**config.mk**
```make
export PLATFORM = sky130hd
export DESIGN_NAME = hb_current_limiter
export DESIGN_NICKNAME = d
export VERILOG_FILES = /design/src/rtl/hbcl_pkg.sv /design/src/rtl/hbcl_fold.sv /design/src/rtl/hbcl_offtimer.sv /design/src/rtl/hbcl_blank.sv /design/src/rtl/hb_current_limiter.sv
export SDC_FILE = /design/constraint.sdc
export NUM_CORES = 1
export LEC_CHECK = 0
export BUFFER_PORTS_ARGS = -buffer_cell sky130_fd_sc_hd__clkbuf_2
export CORE_MARGIN = 5
export CORE_UTILIZATION = 50
export CTS_CLUSTER_SIZE = 28
export DETAILED_ROUTE_END_ITERATION = 7
export PLACE_DENSITY = 0.71
export SETUP_SLACK_MARGIN = 0.5
export SYNTH_ARGS = -nofsm -noshare
export SYNTH_HDL_FRONTEND = slang
export SYNTH_HIERARCHICAL = 1
export SYNTH_SLANG_ARGS = --single-unit
```
**constraint.sdc**
```tcl
create_clock -name clk -period 1.95 [get_ports clk]
set_input_delay 0.195 -clock clk [delete_from_list [all_inputs] [get_ports clk]]
set_output_delay 0.195 -clock clk [all_outputs]
set_load 0.05 [all_outputs]
```
**src/rtl/hbcl_pkg.sv**
```systemverilog
package hbcl_pkg;
  // Converts a duration in nanoseconds into a cycle count at a clock of mhz MHz.
  function automatic int unsigned ns_to_cyc(int unsigned mhz, int unsigned ns);
    return (mhz * ns) / 1000;
  endfunction
endpackage

```
**src/rtl/hbcl_fold.sv**
```systemverilog
module hbcl_fold #(
  parameter int CUR_W  = 8,
  parameter int TEMP_W = 8,
  parameter int NOM    = 104,
  parameter int FLOOR  = 40,
  parameter int T_KNEE = 160,
  parameter int T_END  = 175
) (
  input  logic [TEMP_W-1:0] temp_code,
  output logic [CUR_W-1:0]  thr
);
  localparam int P_W  = CUR_W + TEMP_W;
  localparam int SPAN = T_END - T_KNEE;
  localparam int DROP = NOM - FLOOR;

  logic [TEMP_W-1:0] dt;
  logic [P_W-1:0]    prod;
  logic [P_W-1:0]    quot;

  always_comb begin
    dt   = temp_code - TEMP_W'(T_KNEE);
    prod = P_W'(DROP) * P_W'(dt);
    quot = prod / P_W'(SPAN);
    if (temp_code <= TEMP_W'(T_KNEE))
      thr = CUR_W'(NOM);
    else if (temp_code >= TEMP_W'(T_END))
      thr = CUR_W'(FLOOR);
    else
      thr = CUR_W'(NOM) - CUR_W'(quot);
  end
endmodule

```
**src/rtl/hbcl_offtimer.sv**
```systemverilog
module hbcl_offtimer #(
  parameter int unsigned OFF_CYC = 2000,
  parameter int unsigned PER_CYC = 5000
) (
  input  logic clk,
  input  logic rst_n,
  input  logic fire,
  output logic force_off
);
  localparam int CW = $clog2(PER_CYC + 1);

  logic [CW-1:0] off_cnt;
  logic [CW-1:0] per_cnt;
  logic          accept;

  assign accept = fire && (off_cnt == '0) && (per_cnt == '0);

  always_ff @(posedge clk or negedge rst_n) begin
    if (!rst_n) begin
      off_cnt <= '0;
      per_cnt <= '0;
    end else if (accept) begin
      off_cnt <= CW'(OFF_CYC);
      per_cnt <= CW'(PER_CYC - 1);
    end else begin
      if (off_cnt != '0) off_cnt <= off_cnt - 1'b1;
      if (per_cnt != '0) per_cnt <= per_cnt - 1'b1;
    end
  end

  assign force_off = (off_cnt != '0);
endmodule

```
**src/rtl/hbcl_blank.sv**
```systemverilog
module hbcl_blank #(
  parameter int CUR_W             = 8,
  parameter int unsigned BLANK_CYC = 1650,
  parameter int SC_HS             = 176,
  parameter int SC_LS             = 128
) (
  input  logic             clk,
  input  logic             rst_n,
  input  logic             edge_stb,
  input  logic             samp_valid,
  input  logic [CUR_W-1:0] hs_cur,
  input  logic [CUR_W-1:0] ls_cur,
  output logic             short_req
);
  localparam int BW = $clog2(BLANK_CYC + 1);

  logic [BW-1:0] blank_cnt;
  logic          masked;
  logic          hard;

  assign masked = edge_stb || (blank_cnt != '0);
  assign hard   = (hs_cur >= CUR_W'(SC_HS)) || (ls_cur >= CUR_W'(SC_LS));

  always_ff @(posedge clk or negedge rst_n) begin
    if (!rst_n) begin
      blank_cnt <= '0;
      short_req <= 1'b0;
    end else begin
      if (edge_stb)               blank_cnt <= BW'(BLANK_CYC);
      else if (blank_cnt != '0)   blank_cnt <= blank_cnt - 1'b1;
      short_req <= samp_valid && !masked && hard;
    end
  end
endmodule

```
**src/rtl/hb_current_limiter.sv**
```systemverilog
module hb_current_limiter #(
  parameter int CUR_W          = 8,
  parameter int TEMP_W         = 8,
  parameter int unsigned CLK_MHZ = 100,
  parameter int unsigned OFF_NS   = 20000,
  parameter int unsigned BLANK_NS = 16500,
  parameter int unsigned PER_NS   = 50000,
  parameter int LIM_NOM        = 104,
  parameter int LIM_FLOOR      = 40,
  parameter int T_KNEE         = 160,
  parameter int T_END          = 175,
  parameter int SC_HS          = 176,
  parameter int SC_LS          = 128
) (
  input  logic              clk,
  input  logic              rst_n,
  input  logic              samp_valid,
  input  logic [CUR_W-1:0]  hs_cur,
  input  logic [CUR_W-1:0]  ls_cur,
  input  logic [TEMP_W-1:0] temp_code,
  input  logic              edge_stb,
  output logic              force_off,
  output logic              short_req,
  output logic              ot_req
);
  localparam int unsigned OFF_CYC   = hbcl_pkg::ns_to_cyc(CLK_MHZ, OFF_NS);
  localparam int unsigned BLANK_CYC = hbcl_pkg::ns_to_cyc(CLK_MHZ, BLANK_NS);
  localparam int unsigned PER_CYC   = hbcl_pkg::ns_to_cyc(CLK_MHZ, PER_NS);

  logic [CUR_W-1:0] thr;
  logic             fire;

  hbcl_fold #(
    .CUR_W(CUR_W), .TEMP_W(TEMP_W), .NOM(LIM_NOM), .FLOOR(LIM_FLOOR),
    .T_KNEE(T_KNEE), .T_END(T_END)
  ) u_fold (
    .temp_code(temp_code),
    .thr(thr)
  );

  assign fire = samp_valid && (hs_cur >= thr);

  hbcl_offtimer #(.OFF_CYC(OFF_CYC), .PER_CYC(PER_CYC)) u_off (
    .clk(clk), .rst_n(rst_n), .fire(fire), .force_off(force_off)
  );

  hbcl_blank #(
    .CUR_W(CUR_W), .BLANK_CYC(BLANK_CYC), .SC_HS(SC_HS), .SC_LS(SC_LS)
  ) u_blank (
    .clk(clk), .rst_n(rst_n), .edge_stb(edge_stb), .samp_valid(samp_valid),
    .hs_cur(hs_cur), .ls_cur(ls_cur), .short_req(short_req)
  );

  always_ff @(posedge clk or negedge rst_n) begin
    if (!rst_n)          ot_req <= 1'b0;
    else if (samp_valid) ot_req <= (temp_code > TEMP_W'(T_END));
  end
endmodule

```
After elaboration in Yosys (flattened, before gate mapping):

Index checks and enable logic that the tools add are counted.

* register bits after elaboration: 39
* input bits: 28
* word-level logic and storage cells: 41

* $add $sub $neg: 5
* div/mod/pow operators: 1
* order comparisons: 6
* muxes and demuxes: 8
* reduce and logical (&&, ||, !) cells: 16

Operator list (number)
* $mux W13: 4
* $logic_not A13 Y1: 2
* $reduce_bool A13 Y1: 2
* $sub A13 B1 Y13 const B: 2
* $ge A8 B8 Y1 const B: 3
* $mux W11: 2
* $div A14 B4 Y16 const B: 1
* $mux W8: 2
* $reduce_bool A11 Y1: 1
* $sub A11 B1 Y11 const B: 1
* $ge A8 B8 Y1: 1
* $gt A8 B8 Y1 const B: 1
* $le A8 B8 Y1 const B: 1
* $sub A7 B8 Y8 const A: 1
* $sub A8 B8 Y8 const B: 1
* $reduce_bool A2 Y1: 3
* $logic_and A1 B1 Y1: 5
* $logic_or A1 B1 Y1: 2
* $logic_not A1 Y1: 1

Depth between registers and ports, before layout:

* depth after elaboration: 10
* gate-level depth with buffers: 59

Hierarchy:

The synthesis kept the hierarchy.

Modules (own cells, without submodules)
* hbcl_fold: instances 1, cells each 297, area an instance 2130.8 um^2, seq. area each 0.0 um^2
* hbcl_offtimer: instances 1, cells each 127, area an instance 1341.3 um^2, seq. area each 650.6 um^2
* hbcl_blank: instances 1, cells each 70, area an instance 701.9 um^2, seq. area each 300.3 um^2
* hb_current_limiter: instances 1, cells each 32, area an instance 236.5 um^2, seq. area each 25.0 um^2

Least setup slack after synthesis:

Ideal clock, no wire load.

* path kind: input port to flip-flop
* start point: input temp_code[5]
* end point: register u_off.off_cnt[9]
* data arrival time: 10215 ps
* path slack: -8352 ps
* stages: 57
* path through: inv_1 ha_1 buf_2 nor2b_1 a211o_1 a31oi_2 a311oi_2 o31ai_1 mux2i_1 ha_1 inv_1 nor3_1 o21ai_0 a21oi_1 ha_1 clkbuf_1 inv_1 nor2_1 (+21 left out) o21ai_0 nor2_1 a32oi_1 nor3_1 o21a_1 ha_1 a31oi_1 xnor2_1 o21ai_0 inv_1 ha_1 nand2_1 a2111oi_1 o21a_1 nand2b_1 nor4_4 nand2_1 o211ai_1

* cells in the longest elaborated chain, start to end: 10
* elaborated cells on any way between the ends: 13

RTL lines
* from (decl): line hb_current_limiter.sv:20 `input logic [TEMP_W-1:0] temp_code,`
* $sub A8 B8 Y8: line hbcl_fold.sv:21 `dt = temp_code - TEMP_W'(T_KNEE);`
* $div A14 B4 Y16: line hbcl_fold.sv:23 `quot = prod / P_W'(SPAN);`
* $sub A7 B8 Y8: line hbcl_fold.sv:29 `thr = CUR_W'(NOM) - CUR_W'(quot);`
* $mux W8: line hbcl_fold.sv:26 `else if (temp_code >= TEMP_W'(T_END))`
* $mux W8 *: line hbcl_fold.sv:24 `if (temp_code <= TEMP_W'(T_KNEE))`
* net thr[6]: line hb_current_limiter.sv:30 `logic [CUR_W-1:0] thr;`
* $ge A8 B8 Y1 *: line hb_current_limiter.sv:41 `assign fire = samp_valid && (hs_cur >= thr);`
* $logic_and A1 B1 Y1 *: line hb_current_limiter.sv:41
* net fire: line hb_current_limiter.sv:31 `logic fire;`
* $logic_and A1 B1 Y1 * (2 in series): line hbcl_offtimer.sv:16 `assign accept = fire && (off_cnt == '0) && (per_cnt == '0);`
* $mux W13 / $reduce_bool A2 Y1 (equally long branches)
* to (signal assigned): line hbcl_offtimer.sv:23 `off_cnt <= CW'(OFF_CYC);`
* to (signal assigned): line hbcl_offtimer.sv:26 `if (off_cnt != '0) off_cnt <= off_cnt - 1'b1;`
* to (decl): line hbcl_offtimer.sv:12 `logic [CW-1:0] off_cnt;`

The timed path passes the listed nets; every way through them passes the cells marked *.
A chain may end at the register's enable or synchronous reset.

Worst setup path in the final report:

* start point: input temp_code[5]
* end point: register u_off.per_cnt[8]

* cells in the longest elaborated chain, start to end: 10
* elaborated cells on any way between the ends: 13

RTL lines
* $sub A8 B8 Y8: line hbcl_fold.sv:21
* $div A14 B4 Y16: line hbcl_fold.sv:23
* $sub A7 B8 Y8: line hbcl_fold.sv:29
* $mux W8: line hbcl_fold.sv:26
* $mux W8 *: line hbcl_fold.sv:24
* net thr[2]: line hb_current_limiter.sv:30
* $ge A8 B8 Y1 *: line hb_current_limiter.sv:41
* $logic_and A1 B1 Y1 *: line hb_current_limiter.sv:41
* net fire: line hb_current_limiter.sv:31
* $logic_and A1 B1 Y1 * (2 in series): line hbcl_offtimer.sv:16
* $mux W13 / $reduce_bool A2 Y1 (equally long branches)
* to (signal assigned): line hbcl_offtimer.sv:24 `per_cnt <= CW'(PER_CYC - 1);`
* to (signal assigned): line hbcl_offtimer.sv:27 `if (per_cnt != '0) per_cnt <= per_cnt - 1'b1;`
* to (decl): line hbcl_offtimer.sv:13 `logic [CW-1:0] per_cnt;`

Marked as above.

==> results.yml <==
critical_path:
  worst_ep_arrival_time_ps: 9340
  crit_path_frequent_cell: "sky130_fd_sc_hd__ha_4"
  critical_path_peak_fanout: 6
  worst_path_max_delay_cell: "sky130_fd_sc_hd__nor4_1"
  endpoint_kind: "register"
  critical_path_buffers_and_inverters: 11
  cell_type_group_with_the_largest_total_delay_on_the_critical_path: "compound AO/OA/AOI/OAI gates"
  critical_path_required_ps: 2150
  crit_type: "in2reg"
  cp_slowest_stage_delay_ps: 400
  crit_path_start_kind: "primary input"
cells_and_area:
  sequential_cell_area_um2: 980
  final_net_count: 825
  stdcell_count: 886
  fillers: 436
  layout.cells.most_common: "sky130_fd_sc_hd__buf_4"
  area.growth.synth_to_final_pct: 66.7
  mostFrequentLayoutCells: "sky130_fd_sc_hd__buf_4 (211), sky130_fd_sc_hd__dfrtp_1 (36), sky130_fd_sc_hd__nand2_1 (34)"
  final_core_utilization: 0.847
  fraction_of_layout_cells_with_a_size_suffix_above_1: 0.550
  multiInputGateArea_mm2: 0.00392
  antennaDiodeCount: 0
clocking:
  clk_path_buf_depth: 2
  worst_skew_pair.late_latency_ps: 310
  number_of_buffers_created_by_cts: 5
  cts_tree: "done"
  cts.htree.levels: 2
  ctsRootBufferMaster: "sky130_fd_sc_hd__clkbuf_8"
  clkSlewWorstSetupHoldPaths_ps: 90
  cts_num_sinks: 39
synthesis:
  yosys-top-cells-area: "sky130_fd_sc_hd__dfrtp_1 (22%), sky130_fd_sc_hd__ha_1 (5.7%), sky130_fd_sc_hd__a21oi_1 (3.7%)"
  synth.yosys.seq_area_share: 0.221
  synth-warning-count: 6
  synth_fp_nets: 574
  syn-cell-area_mm2: 0.00441
  synth-edff-count: 0
  synth-main-ff-cell: "sky130_fd_sc_hd__dfrtp_1"
  post_synth.cell_area_avg_um2: 8.38
  synth-seq-cells: 39
  synth.top_cell.area_share: 0.221
  synthesis.instances: 526
  number_of_distinct_standard_cells_referenced_by_the_synthesized_netlist: 102
  synth_largest_area_cell: "sky130_fd_sc_hd__dfrtp_1"
  synthArstFlopShare: 1.00
timing:
  finClkSkew_ps: 11.8
  slew-limit-headroom: 0.587
  timing.final.crit_share: 4.68
  final-setup-viol-count: 18
  worst_slew_pin_slew_ps: 614
  maxSlewViolCount: 0
  final_period_minus_worst_setup_slack_ps: 9130
  setup_repair_after_global_routing_missed_its_margin: "yes"
  layout_setup_ws_ps: -7180
  report.final.hold_viol_count: 0
  timing.fmax_mhz: 109
floorplan:
  initial_core_util: 0.508
  io_pins: 31
  floorplan.die.height_um: 104
  die_w_um: 104
  row_count: 34
  die_area_mm2: 0.0108
  core_area_mm2: 0.00868
grt:
  number_of_antenna_violations_at_the_first_check_in_global_routing: 0
  wire_length_of_the_first_global_routing_pass_mm: 25.6
  total_track_usage: 0.276
  grt_pass1_vias: 5590
  grt_max_degree: 18
  grt_overflow_total: 0
route:
  detailed_route_vias_per_instance: 6.50
  detail_route.wirelength_mm: 18.7
  vias_post_dr: 5761
  dr.pass1.iters: 7
  drt_drc_violations_left: 0
  route.detailed.wl_per_inst_um: 21.1
  first_iter_violations: 455
  postRouteAntennaNets: 0
placed_design:
  buffers_on_ports: 23
  hpwl_reported_at_the_end_of_detailed_placement_mm: 10.5
  dp_cells: 795
  routabilityCongestion: 0.937
run_status:
  violations: "setup timing"
  run_status: "finished with violations"
pwr:
  cellLeakagePower_nw: 3.17
  irDropWorstVdd_mv: 0.720
  pwr_density_cell_mw_per_mm2: 948
  power_mw: 6.97
worst_hold_path:
  hold_class: "in2reg"
job:
  maxCapViolCount: 0
==> kinds of logic (layout without fill, tap and decap cells) <==
family,after synthesis,in the layout,share of synthesized area
adder cells (fa/ha/maj),20,20,0.0567
AND/OR/NAND/NOR,200,200,0.266
buffers and inverters,56,308,0.0584
XOR/XNOR,19,19,0.0471
flip-flops,39,39,0.221
multiplexers,17,17,0.0426
AO/OA/AOI/OAI,175,175,0.308
==> through the flow <==
stage	setup TNS, ps	hold WS [ps]	worst slack (ps)	cell area (um^2)
2_1_floorplan	-109010	-101	-7430	4700
3_3_place_gp	-100260	145	-6780	5990
3_5_place_dp	-106520	148	-7220	5990
4_1_cts	-99210	181	-6700	6760
5_1_grt	-112470	189	-7630	7350
6_report	-105460	176	-7180	7350
==> state kept, by name, summed over array words and instances (netlist names) <==
signal	count
u_off/per_cnt	13
u_blank/blank_cnt	11
u_off/off_cnt	13
u_blank/short_req	1
ot_req	1
==> area by class of cell <==
type / count / area share
Timing Repair Buffer: 263 / 0.279
Inverter: 37 / 0.0211
Clock inverter: 3 / 0.00596
Multi-Input combinational cell: 431 / 0.533
Clock buffer: 5 / 0.00936
Tap cell: 108 / 0.0184
Sequential cell: 39 / 0.133
==> power breakdown <==
part / switching [mW] / leakage, nW / internal (mW) / total [mW]
registers: 0.247 / 0.450 / 0.938 / 1.18
clock network: 0.323 / 0.0581 / 0.382 / 0.705
logic: 2.50 / 2.66 / 2.58 / 5.08
total: 3.07 / 3.17 / 3.90 / 6.97
==> worst paths after layout <==
path / slack (ps) / cells past startpoint / endpoint / from
max in group asynchronous: 1000 / 3 / u_blank/blank_cnt[0] / rst_n
max reg2reg: -230 / 8 / u_off/per_cnt[8] / u_off/off_cnt[0]
min: 180 / 2 / ot_req / samp_valid
max: -7180 / 54 / u_off/per_cnt[8] / temp_code[5]
min reg2reg: 480 / 1 / u_off/off_cnt[11] / u_off/off_cnt[11]
min in group asynchronous: 370 / 2 / u_off/per_cnt[10] / rst_n
==> layer usage <==
metal,vias to the layer above,routed length [um],track usage
li1,2539,-,-
met1,2784,6850,0.319
met2,339,9450,0.509
met3,99,1210,0.0298
met4,0,1140,0.123
met5,-,0,0
==> Yosys cell counts (8+ instances only) <==
| cell | number |
|---|---|
| sky130_fd_sc_hd__or3_1 | 8 |
| sky130_fd_sc_hd__o21ai_0 | 18 |
| sky130_fd_sc_hd__mux2i_1 | 10 |
| sky130_fd_sc_hd__a211oi_1 | 9 |
| sky130_fd_sc_hd__nor4_1 | 13 |
| sky130_fd_sc_hd__clkbuf_1 | 8 |
| sky130_fd_sc_hd__ha_1 | 20 |
| sky130_fd_sc_hd__and2_1 | 8 |
| sky130_fd_sc_hd__inv_1 | 36 |
| sky130_fd_sc_hd__nand2_1 | 41 |
| sky130_fd_sc_hd__xor2_1 | 9 |
| sky130_fd_sc_hd__nor2_1 | 29 |
| sky130_fd_sc_hd__o211ai_1 | 12 |
| sky130_fd_sc_hd__dfrtp_1 | 39 |
| sky130_fd_sc_hd__a21oi_1 | 33 |
| sky130_fd_sc_hd__nand3_1 | 17 |
| sky130_fd_sc_hd__nor3_1 | 21 |
==> timing repair <==
action,in CTS,in global routing
setup endpoints to repair,39,39
resized for setup,62,65
hold buffers,1,0
buffers inserted,45,37
pin swaps,29,46
hold endpoints to repair,15,0
Note: power is estimated with default switching activity, not from simulation.
